## config.mk

```make
export PLATFORM = sky130hd
export DESIGN_NAME = flash_thermo_encoder
export DESIGN_NICKNAME = d
export VERILOG_FILES = /design/src/rtl/flash_enc_pkg.sv /design/src/rtl/fenc_bubble_fix.sv /design/src/rtl/fenc_zero_count.sv /design/src/rtl/fenc_format.sv /design/src/rtl/flash_thermo_encoder.sv
export SDC_FILE = /design/constraint.sdc
export NUM_CORES = 1
export LEC_CHECK = 0
export ABC_AREA = 0
export ABC_CLOCK_PERIOD_IN_PS = 3800
export BUFFER_PORTS_ARGS = -buffer_cell sky130_fd_sc_hd__clkbuf_2
export CAP_MARGIN = 40
export CORE_MARGIN = 3
export CORE_UTILIZATION = 31
export DETAILED_ROUTE_END_ITERATION = 10
export PLACE_DENSITY = 0.55
export SLEW_MARGIN = 0
export SYNTH_ARGS = -nofsm -noshare
export SYNTH_HDL_FRONTEND = slang
export SYNTH_SLANG_ARGS = --single-unit
```

## constraint.sdc

```tcl
create_clock -name clk -period 3.8 [get_ports clk]
set_clock_uncertainty 0.15 [all_clocks]
set_input_delay 1.14 -clock clk [delete_from_list [all_inputs] [get_ports clk]]
set_output_delay 1.14 -clock clk [all_outputs]
set_load 0.005 [all_outputs]
```

## src/rtl/flash_enc_pkg.sv

```systemverilog
package flash_enc_pkg;

  // Majority of three votes.
  function automatic logic vote3(input logic a, input logic b, input logic c);
    return (a & b) | (a & c) | (b & c);
  endfunction

  // Selective inversion of the MSB and of the remaining low bits.
  function automatic logic [3:0] shape4(input logic [3:0] code,
                                        input logic msb_keep,
                                        input logic lsb_keep);
    logic [3:0] r;
    r[3]   = code[3] ^ ~msb_keep;
    r[2:0] = code[2:0] ^ {3{~lsb_keep}};
    return r;
  endfunction

endpackage

```

## src/rtl/fenc_bubble_fix.sv

```systemverilog
module fenc_bubble_fix #(
  parameter int COMP_N = 15
) (
  input  logic [COMP_N-1:0] raw_i,
  output logic [COMP_N-1:0] fixed_o
);
  import flash_enc_pkg::*;

  logic [COMP_N+1:0] padded;
  assign padded = {1'b0, raw_i, 1'b1};

  for (genvar i = 0; i < COMP_N; i++) begin : g_vote
    assign fixed_o[i] = vote3(padded[i], padded[i+1], padded[i+2]);
  end

endmodule

```

## src/rtl/fenc_zero_count.sv

```systemverilog
module fenc_zero_count #(
  parameter int COMP_N = 15,
  parameter int CNT_W  = 4
) (
  input  logic [COMP_N-1:0] vec_i,
  output logic [CNT_W-1:0]  zeros_o
);

  always_comb begin
    zeros_o = '0;
    for (int i = 0; i < COMP_N; i++) begin
      zeros_o = zeros_o + {{(CNT_W-1){1'b0}}, ~vec_i[i]};
    end
  end

endmodule

```

## src/rtl/fenc_format.sv

```systemverilog
module fenc_format #(
  parameter int OUT_W = 4
) (
  input  logic [OUT_W-1:0] code_i,
  input  logic             msb_inv_n,
  input  logic             lsb_inv_n,
  output logic [OUT_W-1:0] word_o
);

  assign word_o[OUT_W-1]   = code_i[OUT_W-1] ^ ~msb_inv_n;
  assign word_o[OUT_W-2:0] = code_i[OUT_W-2:0] ^ {(OUT_W-1){~lsb_inv_n}};

endmodule

```

## src/rtl/flash_thermo_encoder.sv

```systemverilog
module flash_thermo_encoder #(
  parameter int OUT_W = 4
) (
  input  logic                  clk,
  input  logic                  rst,
  input  logic [(1<<OUT_W)-2:0] thermo_i,
  input  logic                  msb_inv_n,
  input  logic                  lsb_inv_n,
  output logic [OUT_W-1:0]      data_o
);
  localparam int COMP_N = (1 << OUT_W) - 1;

  logic [COMP_N-1:0] samp_q;
  logic [COMP_N-1:0] fixed_vec;
  logic [OUT_W-1:0]  zero_cnt;
  logic [OUT_W-1:0]  fmt_word;
  logic              bubble_seen;

  // Stage 1: capture comparator decisions.
  always_ff @(posedge clk) begin
    if (rst) samp_q <= '0;
    else     samp_q <= thermo_i;
  end

  fenc_bubble_fix #(.COMP_N(COMP_N)) u_fix (
    .raw_i  (samp_q),
    .fixed_o(fixed_vec)
  );

  assign bubble_seen = |(fixed_vec ^ samp_q);

  fenc_zero_count #(.COMP_N(COMP_N), .CNT_W(OUT_W)) u_cnt (
    .vec_i  (fixed_vec),
    .zeros_o(zero_cnt)
  );

  fenc_format #(.OUT_W(OUT_W)) u_fmt (
    .code_i   (zero_cnt),
    .msb_inv_n(msb_inv_n),
    .lsb_inv_n(lsb_inv_n),
    .word_o   (fmt_word)
  );

  // Stage 2: output register.
  always_ff @(posedge clk) begin
    if (rst) data_o <= '0;
    else     data_o <= fmt_word;
  end

endmodule

```

==> results by group <==
Drt
  – Initial DRC Count: 15
  – TritonRoute pass-1 iters: 2
  – Drt drc: 0
  – Post-route ant nets: 0
  – Via-to-Cell Ratio: 4.07
  – Drt wl/cell: 9.39 um
  – DRT Wirelength: 1.55 mm
  – Vias: roughly 670

Setup path
  – Worst setup EP type: flip-flop
  – CP arrival: between 4 and 5 ns
  – CP Max Fanout: 3
  – Kind of critical path: flip-flop to flip-flop
  – Slowest stage delay, CP: 0.52 ns
  – FF-to-FF Start: samp_q[1]
  – Crit path top cell by count: fa_1
  – CP max-delay cell: fa_1
  – Register-to-Register Path Depth: 13
  – Crit start category: flip-flop
  – Reg-to-reg slack, setup: -0.26 ns
  – Reg-to-reg endpoint: data_o[1]
  – Critical Path RT: 3.84 ns
  – Cells along the critical path: nor2_2 -> or2_4 -> ha_4 -> inv_2 -> fa_1 -> fa_1 -> fa_1 -> fa_1 -> inv_1 -> ha_2 -> fa_1 -> xor2_1 -> nor2_1

STA
  – Period utilization: 1.07
  – Slew Viols, Final: 0
  – Slew margin rel.: 0.755
  – Min Clock Period, post-route: 4.06 ns
  – Final setup vio count: 3
  – Worst setup margin: -0.256 ns
  – Final hold viol count: 0
  – Achievable frequency: 247 MHz
  – Slew @ Worst Pin: 0.367 ns
  – Final setup TNS: -0.495 ns
  – WHS: 0.658 ns
  – Unrepaired setup endpoints after global routing: yes

Synthesis
  – Simple-gate share of the synthesized area: 0.132
  – Top_reg_cell synth: dfxtp_1
  – Post-Synth Adder-Cell Area: 0.368
  – Cell Area, Synth: just under 0.001 mm^2
  – Synth Warn #: 0
  – Synth top area share: 0.383
  – EDFF count, synth: 0
  – Synth async-reset ratio: 0
  – Syn avg cell area: 11.3 um^2
  – FF+latch count, synth: 19
  – Synth Area in Compound Gates: 0.0353
  – Synth cell types: 16
  – Syn nets: 122
  – Synth Instances: 88
  – Area leader, netlist: dfxtp_1
  – Synth top area cells: dfxtp_1, fa_1, maj3_1
  – Post-synthesis mux area share: 0
  – Xor and xnor area share after synthesis: 0.0441
  – Largest family of logic cells by synthesized area: adder cells
  – Sequential share of the synthesized area: 0.383

Clock network
  – Clock buffer count from CTS: 3
  – Clock latency on the worst-skew pair: 0.30 ns
  – Clock transition at path regs: 0.11 ns
  – CTS tree: done
  – Hold-fix buffers, CTS: 0
  – Root Buffer: clkbuf_4
  – H-tree depth: 1
  – Clock sink count: 19
  – CTS max path bufs: 2

Placement
  – RePlAce Congestion: 0.890
  – Cell Area, Placed: 0.00124 mm^2
  – Dpl hpwl: 1.30 mm
  – DP Cell Count: between 150 and 200
  – Port bufs: 22
  – Post-place setup slack: -0.248 ns

Floorplan
  – Initial Util: 0.343
  – Rows: 19
  – Die Span Y: 62.6 um
  – Die W: 62.6 um
  – Die Footprint: 0.00392 mm^2
  – Core area: 0.00290 mm^2
  – I/O Pins: 23

Job
  – Max_cap viols: 0

Worst hold path
  – Hold Crit Class: flip-flop to flip-flop
  – Hold_sp: samp_q[14]
  – Hold-critical path depth: 4
  – WHS Endpoint: data_o[0]

Cells and area
  – Most frequent cells in the layout: clkbuf_2, dfxtp_1, nor2b_1, maj3_1, buf_4
  – Post-route insts no fill: 165
  – Filler cell count in the final layout: 294
  – Final-stage net count: about 160
  – Multi-input combinational cell area: ~600 um^2
  – FF+latch area: between 300 and 400 um^2
  – Design Area, Final: 0.00128 mm^2
  – Antenna cells: 0
  – Final Util: 0.440
  – Share of layout cells above drive strength 1: 0.350
  – Area growth syn-to-layout: 28.5%
  – Most common cell after layout, fill and taps aside: clkbuf_2

Power
  – Leakage power: 0.578 nW
  – Total Power: 0.614 mW
  – Sequential power share: 0.386
  – Clock share of power: 0.170
  – Sw Pwr: 0.202 mW
  – Internal cell power: 0.412 mW
  – Peak supply drop: 157 uV
  – PD cells: between 400 and 500 mW/mm^2
  – Switching share of power: 0.329
  – Logic gate share of total power: 0.444

Global route
  – Vias in the first global route: ~670
  – Total congestion overflow: 0
  – Largest net degree at the start of global routing: 20
  – First-pass GRT wire length: 2.68 mm
  – Initial antenna violation count: 0
  – GR Util All Layers: 0.0877

Status
  – Failing checks: setup timing
  – Status: finished, violations left
==> cell type report <==
class | instances | area share
Sequential cell | 19 | 0.300
Inverter | 8 | 0.0235
Multi-Input combinational cell | 60 | 0.470
Tap cell | 42 | 0.0412
Timing Repair Buffer | 32 | 0.145
Clock buffer | 4 | 0.0206
==> state kept, by name, indices dropped and copies added, names as in the netlist <==
register and flops:
data_o 4, samp_q 15
==> worst max-delay path, delay by kind of cell (launching register included) <==
kind	cells	cell delay (ns)
buf+inv	2	0.07
flops	1	0.37
xor+xnor	1	0.15
fa+ha+maj	7	2.87
simple gates	3	0.34
==> kinds of logic after synthesis <==
logic type,Yosys count
AO/OA/AOI/OAI,6
XOR/XNOR,5
adder cells (fa/ha/maj),26
buffers and inverters,9
flip-flops,19
AND/OR/NAND/NOR,23
==> per-layer routing <==
layer | global-route usage | vias up | share of wire
met4 | 0.0579 | 0 | 0.028
met2 | 0.144 | 18 | 0.44
met3 | 0.0270 | 5 | 0.048
met1 | 0.0976 | 295 | 0.48
met5 | 0 | - | 0
li1 | - | 353 | -
==> how the worst max path moves through the flow <==
stage	start	endpoint	slack (ns)	depth (start not counted)
after floorplan	samp_q[1]	data_o[1]	-0.12	13
after global placement	samp_q[1]	data_o[1]	-0.17	13
after detailed placement	samp_q[1]	data_o[1]	-0.25	13
after CTS	samp_q[1]	data_o[1]	-0.27	13
after global routing	samp_q[1]	data_o[1]	-0.38	13
final	samp_q[1]	data_o[1]	-0.26	13
==> timing repair <==
item | CTS | global route
pin swaps | 0 | 0
buffers inserted | 1 | 0
gates resized for setup | 0 | 2
endpoints found under the setup margin | 3 | 3
endpoints found under the hold margin | 0 | 0
==> power by group through the flow <==
stage               clock, mW  combinational [mW]  sequential, mW
floorplan                   0               0.192           0.244
global placement            0               0.265           0.241
detailed placement          0               0.277           0.242
CTS                     0.110               0.279           0.237
global route            0.118               0.314           0.241
finish                  0.104               0.273           0.237
==> synth_stat cells (all sizes together), types with 2 or more instances <==
master and n:
a21oi 3, nor2b 15, nand3 2, inv 8
ha 6, xor2 2, fa 9, a21o 2
dfxtp 19, maj3 11, nor2 4, xnor2 3
Power figures use the tool's default switching activity.
